`config.mk`:
```
export PLATFORM = sky130hd
export DESIGN_NAME = hour_core
export DESIGN_NICKNAME = d
export VERILOG_FILES = /design/src/rtl/hour_pkg.sv /design/src/rtl/hour_step24.sv /design/src/rtl/hour_step12.sv /design/src/rtl/hour_core.sv
export SDC_FILE = /design/constraint.sdc
export NUM_CORES = 1
export LEC_CHECK = 0
export BUFFER_PORTS_ARGS = -buffer_cell sky130_fd_sc_hd__buf_4
export CORE_ASPECT_RATIO = 0.6
export CORE_UTILIZATION = 39
export DETAILED_ROUTE_END_ITERATION = 16
export PLACE_DENSITY_LB_ADDON = 0.2
export SYNTH_ARGS = -nofsm -noshare
export SYNTH_HDL_FRONTEND = slang
export SYNTH_HIERARCHICAL = 1
export SYNTH_SLANG_ARGS = --single-unit
```
`constraint.sdc`:
```
create_clock -name clk_i -period 2 [get_ports clk_i]
set_input_delay 0.1 -clock clk_i [delete_from_list [all_inputs] [get_ports clk_i]]
set_output_delay 0.1 -clock clk_i [all_outputs]
set_load 0.02 [all_outputs]
```
`src/rtl/hour_pkg.sv`:
```
package hour_pkg;
  localparam int unsigned BYTE_W  = 8;
  localparam int unsigned DIGIT_W = 4;
  localparam int unsigned HOUR_W  = 6;
  localparam int unsigned PAD_W   = BYTE_W - HOUR_W;

  localparam logic [HOUR_W-1:0] FIRST_24H = 6'h00;
  localparam logic [HOUR_W-1:0] LAST_24H  = 6'h23;
  localparam logic [HOUR_W-1:0] FIRST_12H = 6'h12;
  localparam logic [HOUR_W-1:0] RESET_HOUR = FIRST_12H;

  typedef enum logic {
    MODE_12H = 1'b0,
    MODE_24H = 1'b1
  } hour_mode_e;
endpackage

```
`src/rtl/hour_step24.sv`:
```
module hour_step24
  import hour_pkg::*;
(
  input  logic [HOUR_W-1:0] cur_i,
  output logic [HOUR_W-1:0] nxt_o,
  output logic              wrap_o
);
  logic [1:0]         tens;
  logic [DIGIT_W-1:0] ones;
  logic               valid;

  assign tens  = cur_i[5:4];
  assign ones  = cur_i[3:0];
  assign valid = (ones <= 4'd9) && (tens <= 2'd2) && !((tens == 2'd2) && (ones > 4'd3));

  always_comb begin
    nxt_o  = FIRST_24H;
    wrap_o = 1'b0;
    if (!valid) begin
      nxt_o = FIRST_24H;
    end else if (cur_i == LAST_24H) begin
      nxt_o  = FIRST_24H;
      wrap_o = 1'b1;
    end else if (ones == 4'd9) begin
      nxt_o = {tens + 2'd1, 4'd0};
    end else begin
      nxt_o = {tens, ones + 4'd1};
    end
  end
endmodule

```
`src/rtl/hour_step12.sv`:
```
module hour_step12
  import hour_pkg::*;
(
  input  logic [HOUR_W-1:0] cur_i,
  output logic [HOUR_W-1:0] nxt_o,
  output logic              wrap_o
);
  logic               pm;
  logic               ten;
  logic [DIGIT_W-1:0] ones;
  logic               valid;

  assign pm   = cur_i[5];
  assign ten  = cur_i[4];
  assign ones = cur_i[3:0];
  // hour 1..12: 01..09 or 10..12
  assign valid = ten ? (ones <= 4'd2) : ((ones >= 4'd1) && (ones <= 4'd9));

  always_comb begin
    nxt_o  = FIRST_12H;
    wrap_o = 1'b0;
    if (!valid) begin
      nxt_o = FIRST_12H;
    end else if (ten && (ones == 4'd2)) begin
      nxt_o = {pm, 1'b0, 4'd1};          // 12 -> 1, same half
    end else if (ten && (ones == 4'd1)) begin
      nxt_o  = {~pm, 1'b1, 4'd2};        // 11 -> 12, half flips
      wrap_o = pm;
    end else if (ones == 4'd9) begin
      nxt_o = {pm, 1'b1, 4'd0};
    end else begin
      nxt_o = {pm, ten, ones + 4'd1};
    end
  end
endmodule

```
`src/rtl/hour_core.sv`:
```
module hour_core
  import hour_pkg::*;
(
  input  logic              clk_i,
  input  logic              rst_ni,
  input  logic              carry_i,
  input  logic              hour_we_i,
  input  logic [BYTE_W-1:0] hour_wdata_i,
  input  logic              mode_we_i,
  input  logic              mode_wdata_i,
  output logic [BYTE_W-1:0] hour_o,
  output logic              mode_o,
  output logic              day_carry_o
);
  logic [HOUR_W-1:0] hour_q;
  hour_mode_e        mode_q;
  logic              day_q;

  logic [HOUR_W-1:0] nxt24, nxt12, nxt_sel;
  logic              wrap24, wrap12, wrap_sel;

  hour_step24 i_step24 (
    .cur_i  (hour_q),
    .nxt_o  (nxt24),
    .wrap_o (wrap24)
  );

  hour_step12 i_step12 (
    .cur_i  (hour_q),
    .nxt_o  (nxt12),
    .wrap_o (wrap12)
  );

  assign nxt_sel  = (mode_q == MODE_24H) ? nxt24  : nxt12;
  assign wrap_sel = (mode_q == MODE_24H) ? wrap24 : wrap12;

  always_ff @(posedge clk_i or negedge rst_ni) begin
    if (!rst_ni) begin
      hour_q <= RESET_HOUR;
      mode_q <= MODE_12H;
      day_q  <= 1'b0;
    end else begin
      day_q <= 1'b0;
      if (hour_we_i) begin
        hour_q <= hour_wdata_i[HOUR_W-1:0];
      end else if (carry_i) begin
        hour_q <= nxt_sel;
        day_q  <= wrap_sel;
      end
      if (mode_we_i) begin
        mode_q <= hour_mode_e'(mode_wdata_i);
      end
    end
  end

  assign hour_o      = {{PAD_W{1'b0}}, hour_q};
  assign mode_o      = mode_q;
  assign day_carry_o = day_q;
endmodule

```
# Word-level counts from Yosys, hierarchy flattened
# Cells that the tools add are included.
# op_classes
add_sub_neg	2
n_mul	0
n_div	0
n_lt_le_gt_ge	5
n_eq_ne	9
shifts	0
muxes	19
n_bitwise	1
n_reduce_logical	10
# op_table
operator	count
$mux 6	9
$mux 1	9
$ne 4x4->1 const B	2
$eq 6x6->1 const B	1
$logic_and 1x1->1	6
$ne 6x6->1 const B	1
$mux 5	1
$ne 5x4->1 const B	1
$add 4x1->4 const B	1
$eq 4x1->1 const B	1
$eq 4x2->1 const B	1
$eq 4x4->1 const B	1
$ge 4x1->1 const B	1
$gt 4x2->1 const B	1
$le 4x2->1 const B	1
$le 4x4->1 const B	1
$reduce_and 4->1	1
$reduce_and 3->1	1
$add 2x1->2 const B	1
$eq 2x2->1 const B	1
$le 2x2->1 const B	1
$reduce_bool 2->1	1
$logic_not 1->1	1
$not 1->1	1
# word_totals
reg_bits	8
latchBits	0
mem_bits_rw	0
rom_bits	0
in_bits	14
out_inout_bits	10
n_memories	0

# Longest topological paths before layout
# Gate-level depths: netlist of the first run.
# logic_depth
depth_word	8
mapped_depth	7

# Modules after synthesis
# Netlist of the first run, hierarchy kept.
# modules_own_cells
module	n_inst	cells_each	area_per_inst_um2	seq_area_each_um2
hour_core	1	35	439.2	202.7
hour_step12	1	36	252.7	0.0
hour_step24	1	33	235.2	0.0

# Least setup slack after synthesis of the first run
# No wires, ideal clock.
# synth_path
path_type	register to register
startpoint	register hour_q[5]
endpoint	register hour_q[5]
arrival_ns	1.880
t_required_ns	1.874
setup_slack_ns	-0.006
path_stages_with_launch	7
period_less_slack_ns	2.006
path_cell_list	dfrtp_1 -> ha_1 -> a21oi_1 -> o211ai_1 -> nor2_1 -> mux2_4 -> a221o_1
# synth_between
elab_chain_cells	8
# synth_lines
element	line	source
start: declaration	hour_core.sv:15	logic [HOUR_W-1:0] hour_q;
start signal: assignment	hour_core.sv:45	hour_q <= hour_wdata_i[HOUR_W-1:0];
start signal: assignment	hour_core.sv:47	hour_q <= nxt_sel;
branches (longest 4 deep; another with $add 2x1->2)	--	
$mux 6 *	hour_step24.sv:19	if (!valid) begin
named net nxt24[5]	hour_core.sv:19	logic [HOUR_W-1:0] nxt24, nxt12, nxt_sel;
$mux 6 *	hour_core.sv:34	assign nxt_sel = (mode_q == MODE_24H) ? nxt24 : nxt12;
$mux 6 *	hour_core.sv:46	end else if (carry_i) begin
$mux 6 *	hour_core.sv:44	if (hour_we_i) begin
# Mark *: on every way through the listed nets, which the timed path passes. The select of a mux whose other input is x is not followed.
# A chain may end at the register's enable or synchronous reset.

# Worst setup path in the final report of the first run
# layout_path
startpoint	register hour_q[4]
endpoint	register hour_q[5]
# Same word-level chain as after synthesis.

==> metrics.md, run 1 <==
| Metric | Value |
|---|---|
| Worst EP arrival | `roughly 2000 ps` |
| Critical Path Start | `hour_q[4]` |
| Max stage delay on crit path | `390 ps` |
| Leak | `approximately 0.5 nW` |
| Post-CTS setup buffers | `0` |
| I/O Pins | `24` |
| Overall die width | `approximately 65 um` |
| Port bufs | `19` |
| Max Buffers Root-to-Sink | `2` |
| R2R Path Start | `hour_q[4]` |
| Sequential share of the synthesized area | `21.9%` |
| Final worst-path cycle share | `a little over nine tenths` |
| WL per Instance | `roughly 14 um` |
| Final setup viols | `0` |
| Synth warn | `6` |
| Maximum vdd drop | `between 200 and 300 uV` |
| Post-synth top cells | `nor2_1, mux2_2` |
| Antenna fix cells | `0` |
| DRT antenna net count | `0` |
| Worst Clk Skew | `around 6.4 ps` |
| Post-synth EDFFs | `0` |
| Synth top area share | `around 16%` |
| Drt drc | `0` |
| Clock Pin Slew Worst Setup and Hold Paths | `roughly 40 ps` |
| Power Density | `717 nW/um2` |
| CTS root buf | `clkbuf_8` |
| Status | `complete, no violations` |
| Critical Setup Path Class | `flop to flop` |
| Initial antenna violation count | `0` |
| Total power | `0.845 mW` |
| Critical path startpoint category | `flop` |
| Crit path required time | `between 2000 and 2500 ps` |
| Hold Crit Class | `primary input to flop` |
| Count of cell types in the netlist | `42` |
| Final setup TNS | `0 ps` |
| Crit path capture type | `flop` |
| Dpl cell area | `1120 um2` |
| Fin area | `roughly 1200 um2` |
| CP max-delay cell | `dfstp_2` |
| Most used flip-flop cell after synthesis | `dfrtp_1` |
| Drt first pass iters | `4` |
| Yosys top cell by area | `dfrtp_1` |
| Die Area | `~2600 um2` |
| Pins over their slew limit | `0` |
| Share of cells above drive strength 1 | `a little under two fifths` |
| Critical Path Fanout Max | `6` |
| Crit-path cells | `inv_1 -> ha_1 -> a21oi_1 -> o211ai_1 -> buf_4 -> nor2_1 -> mux2_4 -> a221o_1` |
| Gp weighted congestion | `~0.81` |
| Largest net degree at the start of global routing | `16` |
| FP Rows | `13` |
| CTS tree | `yes` |
| Synthesized area per cell | `8.91 um2` |
| Vias per cell | `between 5 and 6` |
| Die Ht | `39.8 um` |
| Clock Sinks | `8` |
| First-pass GRT wire length | `3530 um` |
| First DRT Iteration DRCs | `36` |
| Minimum clock period | `between 1500 and 2000 ps` |
| H-tree depth | `1` |
| Syn Inst Count | `about 100` |
| #FFs+latches synth | `8` |
| Final core occ | `between 50% and 60%` |
| Number of nets in the final layout | `between 100 and 150` |
| Grt total ovfl | `0` |
| RSZ-0062 raised after global routing | `no` |
| Layout area overhead | `27.1%` |
| Post-synthesis async set-or-reset flop share | `between 90% and 100%` |
| Final wirelength | `2320 um` |
| Vias | `895` |
| Synth Cell Area | `~900 um2` |
| Hold path start | `mode_wdata_i` |
| Fin. Hold Viols | `0` |
| Initial Utilization | `between 40% and 50%` |
| Max_cap viols | `0` |
| Max Fclk | `about 0.53 GHz` |
| Global Route Usage Sum | `roughly a fifth` |
| Core Box Area | `approximately 2200 um2` |
| DP Wirelength | `~1800 um` |
| Most frequent cell after synthesis | `nor2_1` |
| Clock Latency Late Sink | `240 ps` |
| Number of global-route vias before repair | `728` |
| Synth area leaders | `dfrtp_1, mux2_2, a221o_1` |
| CTS Buf Count | `3` |
where the power goes:
part           internal, mW  leakage, nW  total [mW]  switching (mW)
Clock                 0.138       0.0228       0.206          0.0678
Sequential            0.186       0.0950       0.224          0.0386
Combinational         0.213        0.394       0.415           0.202
Total                 0.537        0.512       0.845           0.308
cell usage in the layout, fill, tap and decap left out, drive strengths merged, types with 2 or more instances in the layout:
cell type / count
buf: 31
nor2: 9
mux2: 8
nor2b: 6
and2: 6
a221o: 6
dfrtp: 6
inv: 5
a21oi: 4
clkbuf: 4
o21ai: 4
mux2i: 3
nand2: 3
conb: 2
dfstp: 2
nor4b: 2
a31oi: 2
xor2: 2
nor3: 2
or3: 2
nand4b: 2
xnor2: 2
ha: 2
path summary, 6_finish.rpt:
check / slack (ps) / depth (start not counted) / endpoint
max: 110 / 8 / hour_q[5]
min: 110 / 2 / mode_o
max reg2reg: 110 / 8 / hour_q[5]
min reg2reg: 700 / 2 / hour_q[5]
max in group asynchronous: 1560 / 2 / hour_q[4]
min in group asynchronous: 220 / 2 / day_carry_o
cell families after synthesis:
logic type	count (synthesis)	synth area share, %
compound gates	23	18.8
xor+xnor	4	3.78
fa+ha+maj	2	2.70
buf+inv	15	11.9
flops	8	21.9
mux	11	13.4
other cells	1	0.404
simple gates	40	27.3
routing by layer:
| metal | vias up | routed length, um | global-route usage, % |
|---|---|---|---|
| met3 | 2 | 118 | 4.65 |
| li1 | 433 | - | - |
| met2 | 28 | 1030 | 30.2 |
| met4 | 0 | 15 | 5.00 |
| met1 | 432 | 1160 | 27.4 |
| met5 | - | 0 | 0 |
through the flow:
stage	worst slack, ps	hold slack (ps)	std cells
2_1_floorplan	110	-196	105
3_3_place_gp	164	-79.3	156
3_5_place_dp	121	-78.4	156
4_1_cts	106	103	161
5_1_grt	17.0	116	161
6_report	106	108	161
registers in the layout (all words and copies together), names as in the netlist:
signal and flops:
mode_o 1, day_carry_o 1, hour_q 6
repair_timing:
| item | 4_1_cts | 5_1_grt |
|---|---|---|
| gates resized for setup | 0 | 0 |
| hold buffers | 1 | 0 |
| hold endpoints to repair | 8 | 0 |
critical path: cells and delay by family, from the launching register on:
| family | cells | cell delay (ps) |
|---|---|---|
| AO/OA/AOI/OAI | 3 | 640 |
| adder cells (fa/ha/maj) | 1 | 220 |
| buffers and inverters | 2 | 220 |
| flip-flops | 1 | 390 |
| multiplexers | 1 | 250 |
| AND/OR/NAND/NOR | 1 | 50 |
layout make-up:
class,instances,area [um2]
Multi-Input combinational cell,82,618
Clock buffer,4,45.0
Timing Repair Buffer,32,255
Sequential cell,8,204
Inverter,5,18.8
Fill cell,216,1030
Tap cell,30,37.5
(Power assumes the default switching activity.)
==> run 2, diff against run 1 <==
SETUP_SLACK_MARGIN = 0.15   (was default)
==> metrics.md, run 2 (synthesis results as in run 1) <==
| Metric | Value |
|---|---|
| Status | `complete, no violations` |
| Number of nets in the final layout | `~150` |
| Drt first pass iters | `4` |
| Maximum vdd drop | `269 uV` |
| Clock Sinks | `8` |
| Die Area | `around 2600 um2` |
| Initial Utilization | `41.9%` |
| Critical Setup Path Class | `flop to flop` |
| Max_cap viols | `0` |
| Crit path required time | `roughly 2100 ps` |
| Largest net degree at the start of global routing | `15` |
| Most frequent cells in the layout | `buf_4, nor2_1, mux2_2` |
| Hold Crit Class | `primary input to flop` |
| Power Density | `roughly 700 nW/um2` |
| Die Ht | `around 40 um` |
| Final setup TNS | `0 ps` |
| Crit path capture type | `flop` |
| Slew headroom | `between 60 and 70%` |
| Gp weighted congestion | `approximately 0.8` |
| Reg2Reg Depth | `6` |
| Final wirelength | `between 2000 and 2500 um` |
| Vias | `about 880` |
| Initial antenna violation count | `0` |
| Layout area overhead | `32.8%` |
| Leak | `between 0.5 and 0.6 nW` |
| Max Buffers Root-to-Sink | `2` |
| First-pass GRT wire length | `around 3600 um` |
| Clock Pin Slew Worst Setup and Hold Paths | `roughly 40 ps` |
| Grt total ovfl | `0` |
| Pins over their slew limit | `0` |
| Critical path startpoint category | `flop` |
| Global Route Usage Sum | `around a fifth` |
| Overall die width | `around 65 um` |
| Antenna fix cells | `0` |
| Max FFs per register | `6` |
| WHS | `approximately 110 ps` |
| Final setup viols | `0` |
| H-tree depth | `1` |
| Clock Latency Late Sink | `around 230 ps` |
| DRT antenna net count | `0` |
| Core Box Area | `about 2200 um2` |
| CTS Buf Count | `3` |
| Share of cells above drive strength 1 | `between 40 and 50%` |
| RSZ-0062 raised after global routing | `yes` |
| I/O Pins | `24` |
| Final worst-path cycle share | `about nine tenths` |
| Worst Clk Skew | `about 9.0 ps` |
| Final WS setup | `about 170 ps` |
| Worst EP arrival | `just under 2000 ps` |
| Critical Path Fanout Max | `6` |
| WL per Instance | `between 10 and 15 um` |
| CTS root buf | `clkbuf_8` |
| Minimum clock period | `approximately 1800 ps` |
| Layout fillers | `211` |
| Biggest register | `hour_q` |
| Worst hold path depth | `2` |
| Max Fclk | `0.548 GHz` |
| Place WS | `between 100 and 150 ps` |
| Number of global-route vias before repair | `710` |
| Worst-margin pin slew | `between 400 and 500 ps` |
| Fin. Hold Viols | `0` |
| Dpl cell area | `1100 um2` |
| Most common cell after layout, fill and taps aside | `buf_4` |
| DP Wirelength | `~1800 um` |
| Drt drc | `0` |
| First DRT Iteration DRCs | `76` |
| CTS tree | `yes` |
| FP Rows | `13` |
| Port bufs | `19` |
| Fin area | `between 1000 and 1500 um2` |
| Vias per cell | `about 5.3` |
==> run 2: cell count changes in the layout (fill, tap and decap cells not counted), sizes merged <==
cell,previous run,this run
buf,31,34
clkbuf,4,5
==> run 2: per-layer routing <==
layer | global-route usage, % | wire length (um) | vias to the layer above
met4 | 1.67 | 0 | 0
met5 | 0 | 0 | -
li1 | - | - | 436
met1 | 28.7 | 1180 | 408
met2 | 29.7 | 1070 | 32
met3 | 3.49 | 157 | 0
==> run 2: layout make-up <==
class | count | area [um2] | area share [%]
multi-input cells | 82 | 652 | 52.9
inverters | 5 | 18.8 | 1.52
flip-flops and latches | 8 | 208 | 16.9
clock buffers | 4 | 45.0 | 3.66
well taps | 30 | 37.5 | 3.05
repair buffers | 36 | 270 | 22.0
==> run 2: worst paths after layout <==
kind / end / slack, ps / start
max: hour_q[5] / 170 / hour_q[1]
min: mode_o / 110 / mode_wdata_i
max reg2reg: hour_q[5] / 170 / hour_q[1]
min reg2reg: hour_q[0] / 700 / hour_q[0]
max in group asynchronous: hour_q[1] / 1540 / rst_ni
min in group asynchronous: hour_q[2] / 240 / rst_ni
==> run 2: critical path, stage by stage, from the launching register on <==
cell      delay [ps]
dfstp_2          390
clkbuf_2         160
or3_1            380
nand4b_1         100
nand3_1          100
mux2_4           280
a221o_1          310
==> run 2: power by group <==
group          internal, mW  leakage (nW)  switching, mW
clock                 0.138        0.0228         0.0604
combinational         0.226         0.411          0.202
sequential            0.187        0.0914         0.0510
total                 0.551         0.526          0.313
==> run 2: what timing repair did <==
item / 4_1_cts / 5_1_grt
resized for setup: 0 / 5
setup endpoints to repair: 3 / 6
buffers inserted: 1 / 6
pin swaps: 0 / 1
endpoints found under the hold margin: 8 / 0
hold buffers: 1 / 0
==> run 2: per-stage QoR <==
| step | util, % | power (mW) | instances |
|---|---|---|---|
| detailed placement | 49.9 | 0.626 | 153 |
| finish | 55.7 | 0.864 | 165 |
| floorplan | - | 0.519 | 105 |
| global placement | 49.9 | 0.619 | 153 |
| CTS | 52.7 | 0.836 | 159 |
| global route | 55.7 | 0.924 | 165 |
